===== config.mk =====
export PLATFORM = sky130hd
export DESIGN_NAME = drt_top
export DESIGN_NICKNAME = d
export VERILOG_FILES = /design/src/rtl/drt_pkg.sv /design/src/rtl/drt_ring_dp.sv /design/src/rtl/drt_ctrl.sv /design/src/rtl/drt_top.sv
export SDC_FILE = /design/constraint.sdc
export NUM_CORES = 1
export LEC_CHECK = 0
export ABC_CLOCK_PERIOD_IN_PS = 5000
export BUFFER_PORTS_ARGS = -buffer_cell sky130_fd_sc_hd__buf_2
export CAP_MARGIN = 20
export CORE_MARGIN = 2
export CORE_UTILIZATION = 50
export CTS_BUF_LIST = sky130_fd_sc_hd__clkbuf_8
export CTS_CLUSTER_DIAMETER = 100
export DETAILED_ROUTE_END_ITERATION = 8
export GPL_ROUTABILITY_DRIVEN = 0
export PLACE_DENSITY = 0.78
export SLEW_MARGIN = 0
export SYNTH_ARGS = -nofsm -noshare
export SYNTH_HDL_FRONTEND = slang
export SYNTH_SLANG_ARGS = --single-unit

===== constraint.sdc =====
create_clock -name clk -period 5 [get_ports clk]
set_clock_uncertainty 0.15 [all_clocks]
set_input_delay 1.25 -clock clk [delete_from_list [all_inputs] [get_ports clk]]
set_output_delay 1.25 -clock clk [all_outputs]
set_load 0.01 [all_outputs]

===== src/rtl/drt_pkg.sv =====
package drt_pkg;
  localparam int DATA_W = 32;
  localparam int ADDR_W = 24;
  localparam int FLD_W  = 16;
  localparam int CODE_W = 5;
  localparam int N_RING = 2;

  localparam logic [CODE_W-1:0] CODE_DONE = 5'h0F;
  localparam logic [CODE_W-1:0] CODE_MORE = 5'h10;

  localparam logic [2:0] REG_CFG   = 3'd0;
  localparam logic [2:0] REG_DOOR  = 3'd1;
  localparam logic [2:0] REG_COMP  = 3'd2;
  localparam logic [2:0] REG_HWM   = 3'd3;
  localparam logic [2:0] REG_LEVEL = 3'd4;
  localparam logic [2:0] REG_STAT  = 3'd6;
  localparam logic [2:0] REG_EN    = 3'd7;

  typedef struct packed {
    logic              cfgWe;
    logic              doorWe;
    logic              ackWe;
    logic              hwmWe;
    logic [DATA_W-1:0] wdata;
    logic              evtValid;
    logic [CODE_W-1:0] evtCode;
  } ringCmd_t;

  typedef struct packed {
    logic [ADDR_W-1:0] base;
    logic [ADDR_W-1:0] fetchAddr;
    logic [3:0]        sizeLg;
    logic [FLD_W-1:0]  postPtr;
    logic [FLD_W-1:0]  engPtr;
    logic [FLD_W-1:0]  outstanding;
    logic [FLD_W-1:0]  compCnt;
    logic [FLD_W-1:0]  hwm;
    logic              thresh;
    logic              ovf;
  } ringView_t;
endpackage


===== src/rtl/drt_ring_dp.sv =====
module drt_ring_dp
  import drt_pkg::*;
#(
  parameter int DEPTH = 512,
  parameter bit IS_RX = 1'b1
) (
  input  logic      clk,
  input  logic      rstN,
  input  ringCmd_t  cmd,
  output ringView_t view
);
  localparam int PW = $clog2(DEPTH);

  logic [ADDR_W-1:0] base;
  logic [PW-1:0]     postPtr;
  logic [PW-1:0]     engPtr;
  logic [FLD_W-1:0]  outst;
  logic [FLD_W-1:0]  comp;
  logic [FLD_W-1:0]  hwm;
  logic              ovfQ;

  logic [FLD_W-1:0]  amount;
  logic [FLD_W:0]    doorSum;
  logic              doorOk;
  logic              consume;
  logic              ovfNow;
  logic              pktEnd;
  logic [FLD_W-1:0]  outstNext;
  logic [FLD_W-1:0]  compInc;
  logic [FLD_W-1:0]  compNext;
  logic              thresh;

  always_comb begin
    amount    = cmd.wdata[FLD_W-1:0];
    doorSum   = {1'b0, outst} + {1'b0, amount};
    doorOk    = cmd.doorWe && (doorSum <= (FLD_W+1)'(DEPTH));
    consume   = cmd.evtValid && (outst != '0);
    ovfNow    = cmd.evtValid && (outst == '0);
    pktEnd    = consume && (!IS_RX || (cmd.evtCode != CODE_MORE));
    outstNext = outst;
    if (doorOk)  outstNext = outstNext + amount;
    if (consume) outstNext = outstNext - FLD_W'(1);
    compInc = (pktEnd && (comp != '1)) ? comp + FLD_W'(1) : comp;
    if (cmd.ackWe) compNext = (compInc > amount) ? compInc - amount : '0;
    else           compNext = compInc;
    if (IS_RX) thresh = comp > hwm;
    else       thresh = (comp != '0) && (comp >= hwm);
  end

  always_ff @(posedge clk or negedge rstN) begin
    if (!rstN) begin
      base    <= '0;
      postPtr <= '0;
      engPtr  <= '0;
      outst   <= '0;
      comp    <= '0;
      hwm     <= '0;
      ovfQ    <= 1'b0;
    end else begin
      if (cmd.cfgWe) base <= cmd.wdata[ADDR_W-1:0];
      if (doorOk)    postPtr <= postPtr + amount[PW-1:0];
      if (consume)   engPtr <= engPtr + PW'(1);
      if (cmd.hwmWe) hwm <= amount;
      outst <= outstNext;
      comp  <= compNext;
      ovfQ  <= ovfNow;
    end
  end

  always_comb begin
    view.base        = base;
    view.fetchAddr   = base + ADDR_W'(engPtr);
    view.sizeLg      = 4'(PW);
    view.postPtr     = FLD_W'(postPtr);
    view.engPtr      = FLD_W'(engPtr);
    view.outstanding = outst;
    view.compCnt     = comp;
    view.hwm         = hwm;
    view.thresh      = thresh;
    view.ovf         = ovfQ;
  end
endmodule


===== src/rtl/drt_ctrl.sv =====
module drt_ctrl
  import drt_pkg::*;
(
  input  logic              clk,
  input  logic              rstN,
  input  logic              regWe,
  input  logic [3:0]        regAddr,
  input  logic [DATA_W-1:0] regWdata,
  input  logic              evtValid,
  input  logic              evtTx,
  input  logic [CODE_W-1:0] evtCode,
  input  ringView_t         view [N_RING],
  output ringCmd_t          cmd [N_RING],
  output logic [DATA_W-1:0] regRdata,
  output logic              irq,
  output logic [N_RING-1:0] intStat,
  output logic [N_RING-1:0] intEn
);
  logic [2:0]        field;
  logic [N_RING-1:0] clrBits;
  ringView_t         sel;

  assign field = regAddr[2:0];

  for (genvar r = 0; r < N_RING; r++) begin : g_dec
    logic hit;
    assign hit = regWe && (regAddr[3] == 1'(r));
    assign cmd[r] = '{
      cfgWe:    hit && (field == REG_CFG),
      doorWe:   hit && (field == REG_DOOR),
      ackWe:    hit && (field == REG_COMP),
      hwmWe:    hit && (field == REG_HWM),
      wdata:    regWdata,
      evtValid: evtValid && (evtTx == 1'(r)),
      evtCode:  evtCode
    };
  end

  assign clrBits = (regWe && (field == REG_STAT)) ? regWdata[N_RING-1:0] : '0;

  always_ff @(posedge clk or negedge rstN) begin
    if (!rstN) begin
      intStat <= '0;
      intEn   <= '0;
    end else begin
      for (int i = 0; i < N_RING; i++)
        intStat[i] <= clrBits[i] ? 1'b0 : (intStat[i] | view[i].thresh);
      if (regWe && (field == REG_EN)) intEn <= regWdata[N_RING-1:0];
    end
  end

  assign irq = |(intStat & intEn);

  always_comb begin
    sel = view[regAddr[3]];
    case (field)
      REG_CFG:   regRdata = DATA_W'({sel.sizeLg, sel.base});
      REG_DOOR:  regRdata = DATA_W'(sel.postPtr);
      REG_COMP:  regRdata = DATA_W'(sel.compCnt);
      REG_HWM:   regRdata = DATA_W'(sel.hwm);
      REG_LEVEL: regRdata = DATA_W'({sel.engPtr, sel.outstanding});
      REG_STAT:  regRdata = DATA_W'(intStat);
      REG_EN:    regRdata = DATA_W'(intEn);
      default:   regRdata = '0;
    endcase
  end
endmodule


===== src/rtl/drt_top.sv =====
module drt_top
  import drt_pkg::*;
#(
  parameter int RX_DEPTH = 512,
  parameter int TX_DEPTH = 128
) (
  input  logic              clk,
  input  logic              rstN,
  input  logic              regWe,
  input  logic [3:0]        regAddr,
  input  logic [DATA_W-1:0] regWdata,
  output logic [DATA_W-1:0] regRdata,
  input  logic              evtValid,
  input  logic              evtTx,
  input  logic [CODE_W-1:0] evtCode,
  output logic              irq,
  output logic              ovfErr,
  output logic [ADDR_W-1:0] rxFetchAddr,
  output logic [ADDR_W-1:0] txFetchAddr
);
  ringCmd_t          cmd  [N_RING];
  ringView_t         view [N_RING];
  logic [N_RING-1:0] intStat;
  logic [N_RING-1:0] intEn;

  drt_ctrl u_ctrl (
    .clk(clk), .rstN(rstN), .regWe(regWe), .regAddr(regAddr),
    .regWdata(regWdata), .evtValid(evtValid), .evtTx(evtTx),
    .evtCode(evtCode), .view(view), .cmd(cmd), .regRdata(regRdata),
    .irq(irq), .intStat(intStat), .intEn(intEn)
  );

  for (genvar r = 0; r < N_RING; r++) begin : g_ring
    drt_ring_dp #(
      .DEPTH(r == 0 ? RX_DEPTH : TX_DEPTH),
      .IS_RX(r == 0)
    ) u_dp (
      .clk(clk), .rstN(rstN), .cmd(cmd[r]), .view(view[r])
    );
  end

  assign ovfErr      = view[0].ovf | view[1].ovf;
  assign rxFetchAddr = view[0].fetchAddr;
  assign txFetchAddr = view[1].fetchAddr;
endmodule


==> metrics.yaml <==
status: "complete, but fails checks"
violations: "negative setup slack"
grt_usage_pct: 32.8
slowest_stage: "a2111oi_4"
max_freq_mhz: 198
gr-usage-met2_pct: 52.0
clk_latency_ps: 500
clk_pin_slew_ps: 100
use_met1_pct: 40.1
antenna_cells: 0
avgRoutedWirePerCell_um: 22.0
critical_path_class: "in -> reg"
nNetsFinal: 2132
synthesis.area_um2: 15100
crit_path_max_incr_delay_ps: 400
worstPathMaxFanout: 3
die-area_um2: 31600
rsz0062_at_grt: "true"
r2r-start: "g_ring[0].u_dp.outst[12]$_DFF_PN0_"
drtIter0Drc: 1866
reg2reg_to: "g_ring[0].u_dp.comp[10]$_DFF_PN0_"
totalWireLength_um: 51700
synth_edf_count: 0
maxSlewViolCount: 0
die_w_um: 178
setup_viol: 1
ir_drop_mv: 0.212
yosysWarnings: 0
grt_max_degree: 112
hp-class: "reg -> reg"
grt_first_pass_wirelength_um: 79400
drt_pass1_iterations: 8
cts_made_buffers: 17
ys_seq_area_share_pct: 30.2
htree_levels: 4
use_met3_pct: 8.23
crit_required_ps: 5280
syn_to_final_growth_pct: 19.5
crit_path_start_kind: "primary input"
post-dp-hpwl_um: 39600
grt_busiest_layer: "met2"
worstSetupEndpoint: "g_ring[0].u_dp.outst[12]$_DFF_PN0_"
ys_ff_latch: 182
initial_core_util_pct: 50.8
arrival_ps: 5320
coreArea_um2: 29700
placed_cells: 2303
p_clk_share_pct: 13.3
netlist_instances: 1698
reg2reg_setup_slack_ps: 200
reg2reg_depth: 17
fin_crit_ps: 5040
drv_cap: 0
ios: 128
hold_buffers: 0
synthArstFlopShare_pct: 100
switchingPower_mw: 3.55
drive_gt1_share_pct: 22.4
p_int_mw: 4.53
synth.distinct_cells: 71
avgSynthCellArea_um2: 8.89
cts_tree: "built"
die_h_um: 178
synth_flop_cell: "dfrtp_1"
finalCritPeriodShare_pct: 101
instances_no_fill: 2347
leakagePower_nw: 8.55
rows: 63
antenna_found_initial: 2
portBuffers: 115
worst_pin_slew_ps: 985
clock_path_buffers: 2
cts.sinks: 182
slew_headroom_pct: 34.4
fin_hold_ws_ps: 332
worstPathCellList: "buf_12 > buf_12 > ha_4 > fa_2 > a211o_4 > a2111oi_4 > o31ai_2 > a21o_1 > nor3b_2 > o221ai_2 > a311oi_4 > buf_6 > mux2i_4 > ha_4 > nand3_2 > or3_4 > nor3_4 > xor2_1 > nor2_1 > a21oi_1"
worst_slack_ps: -38.8
hold_viol: 0
comb_power_share_pct: 56.2
worstSetupStartpoint: "regWdata[0]"
power.density_nw_per_um2: 448
p_seq_share_pct: 30.4
root_buffer: "clkbuf_8"
antenna_left: 0
overflow: 0
via_per_inst: 6.33
drc: 0
routed-via-count: 14858
worstSetupEndpointType: "flop"
grt_pass1_vias: 14523
swShare_pct: 44.0
[cells in the mapped netlist, types with 9 or more instances]
cell	n	area [um2]
clkbuf_1	44	165
o21ai_0	135	676
xnor2_1	118	1030
a211oi_1	12	90.1
nand4_1	30	188
o211ai_1	11	82.6
and2_1	15	93.8
mux4_2	14	315
inv_1	100	375
nand2_1	163	612
nand3_1	38	190
nor4_1	16	100
dfrtp_1	182	4550
a221oi_1	11	96.3
and3_1	28	175
o21a_1	28	210
nor2b_1	23	144
nor3_1	40	200
o2bb2ai_1	11	96.3
a31oi_1	16	100
mux2_2	46	518
nor2_1	92	345
ha_1	133	1660
mux2i_1	52	521
a21oi_1	90	450
nand2b_1	21	131
a21o_1	36	270
xor2_1	54	473
or4_1	9	67.6
[layout make-up]
| cell class | count | area, um2 |
|---|---|---|
| fill | 2395 | 11700 |
| multi-input combinational | 1355 | 10300 |
| sequential | 182 | 4560 |
| timing repair buffer | 289 | 1960 |
| tap | 390 | 488 |
| inverter | 100 | 375 |
| clock buffer | 19 | 262 |
| clock inverter | 12 | 139 |
[power groups by stage]
stage	combinational, mW	sequential [mW]	clock [mW]
floorplan	2.72	2.20	0
global placement	4.08	2.40	0
detailed placement	4.25	2.42	0
CTS	4.36	2.40	1.07
global route	4.96	2.48	1.13
finish	4.55	2.46	1.08
[layer usage]
layer / share of wire [%] / wire (um)
met1: 38 / 19700
met2: 44 / 23000
met3: 11 / 5470
met4: 6.9 / 3600
met5: 0.021 / 11
[state kept, by name (all words and copies together), names as in the netlist]
name and count:
u_ctrl.intEn 2, g_ring.u_dp.outst 32, g_ring.u_dp.hwm 32, g_ring.u_dp.engPtr 16
g_ring.u_dp.comp 32, u_ctrl.intStat 2, g_ring.u_dp.ovfQ 2, g_ring.u_dp.postPtr 16
g_ring.u_dp.base 48
[critical path: cells and delay by family]
| kind | cells | cell delay [ps] |
|---|---|---|
| and+or+nand+nor | 5 | 880 |
| adders and majority gates | 3 | 720 |
| muxes | 1 | 280 |
| xor gates and xnor gates | 1 | 170 |
| buffers and inverters | 3 | 410 |
| AOI/OAI and AO/OA | 7 | 1620 |
[what timing repair did]
| action | in CTS | in global routing |
|---|---|---|
| setup endpoints to repair | 11 | 47 |
| pin swaps | 13 | 16 |
| buffers inserted | 9 | 4 |
| gates resized for setup | 17 | 42 |
| endpoints found under the hold margin | 0 | 0 |
[stage by stage]
step	worst slack [ps]	TNS [ps]	util (%)	cell area (um2)	total power, mW
2_1_floorplan	-469	-2060	-	15200	4.92
3_3_place_gp	-653	-7630	58.2	17300	6.48
3_5_place_dp	-781	-10110	58.2	17300	6.67
4_1_cts	-17.3	-21.4	60.0	17800	7.83
5_1_grt	-180	-623	60.7	18000	8.57
6_report	-38.8	-38.8	60.7	18000	8.08
[cells by family (layout without fill, tap and decap cells)]
logic type	Yosys count	count (layout)	synth area share [%]
multiplexers	114	114	9.12
XOR/XNOR	172	172	9.98
buffers and inverters	164	420	4.34
flip-flops	182	182	30.2
AND/OR/NAND/NOR	510	510	16.8
other	1	4	0.0248
AO/OA/AOI/OAI	414	414	17.4
adder cells (fa/ha/maj)	141	141	12.1
[how the worst min path moves through the flow]
stage                                     startpoint                               endpoint  cells after the start
2_1_floorplan  g_ring[1].u_dp.postPtr[6]$_DFFE_PN0N_  g_ring[1].u_dp.postPtr[6]$_DFFE_PN0N_                      1
3_3_place_gp   g_ring[1].u_dp.postPtr[6]$_DFFE_PN0N_  g_ring[1].u_dp.postPtr[6]$_DFFE_PN0N_                      1
3_5_place_dp   g_ring[1].u_dp.postPtr[6]$_DFFE_PN0N_  g_ring[1].u_dp.postPtr[6]$_DFFE_PN0N_                      1
4_1_cts        g_ring[0].u_dp.postPtr[8]$_DFFE_PN0N_  g_ring[0].u_dp.postPtr[8]$_DFFE_PN0N_                      1
5_1_grt        g_ring[0].u_dp.postPtr[8]$_DFFE_PN0N_  g_ring[0].u_dp.postPtr[8]$_DFFE_PN0N_                      1
6_report       g_ring[1].u_dp.postPtr[6]$_DFFE_PN0N_  g_ring[1].u_dp.postPtr[6]$_DFFE_PN0N_                      1
[cells in the final DEF, fill, tap and decap left out, types with 13 or more instances in the layout]
master / count
dfrtp_1: 180
buf_4: 167
nand2_1: 161
o21ai_0: 133
ha_1: 127
xnor2_1: 117
buf_2: 111
inv_1: 105
nor2_1: 91
a21oi_1: 84
xor2_1: 54
mux2i_1: 48
mux2_2: 46
nand3_1: 37
a21o_1: 36
nor3_1: 32
nand4_1: 30
o21a_1: 28
and3_1: 27
nor2b_1: 22
nand2b_1: 21
clkbuf_8: 20
and2_1: 15
a31oi_1: 15
mux4_2: 14
nor4_1: 13
Power figures use the tool's default switching activity.
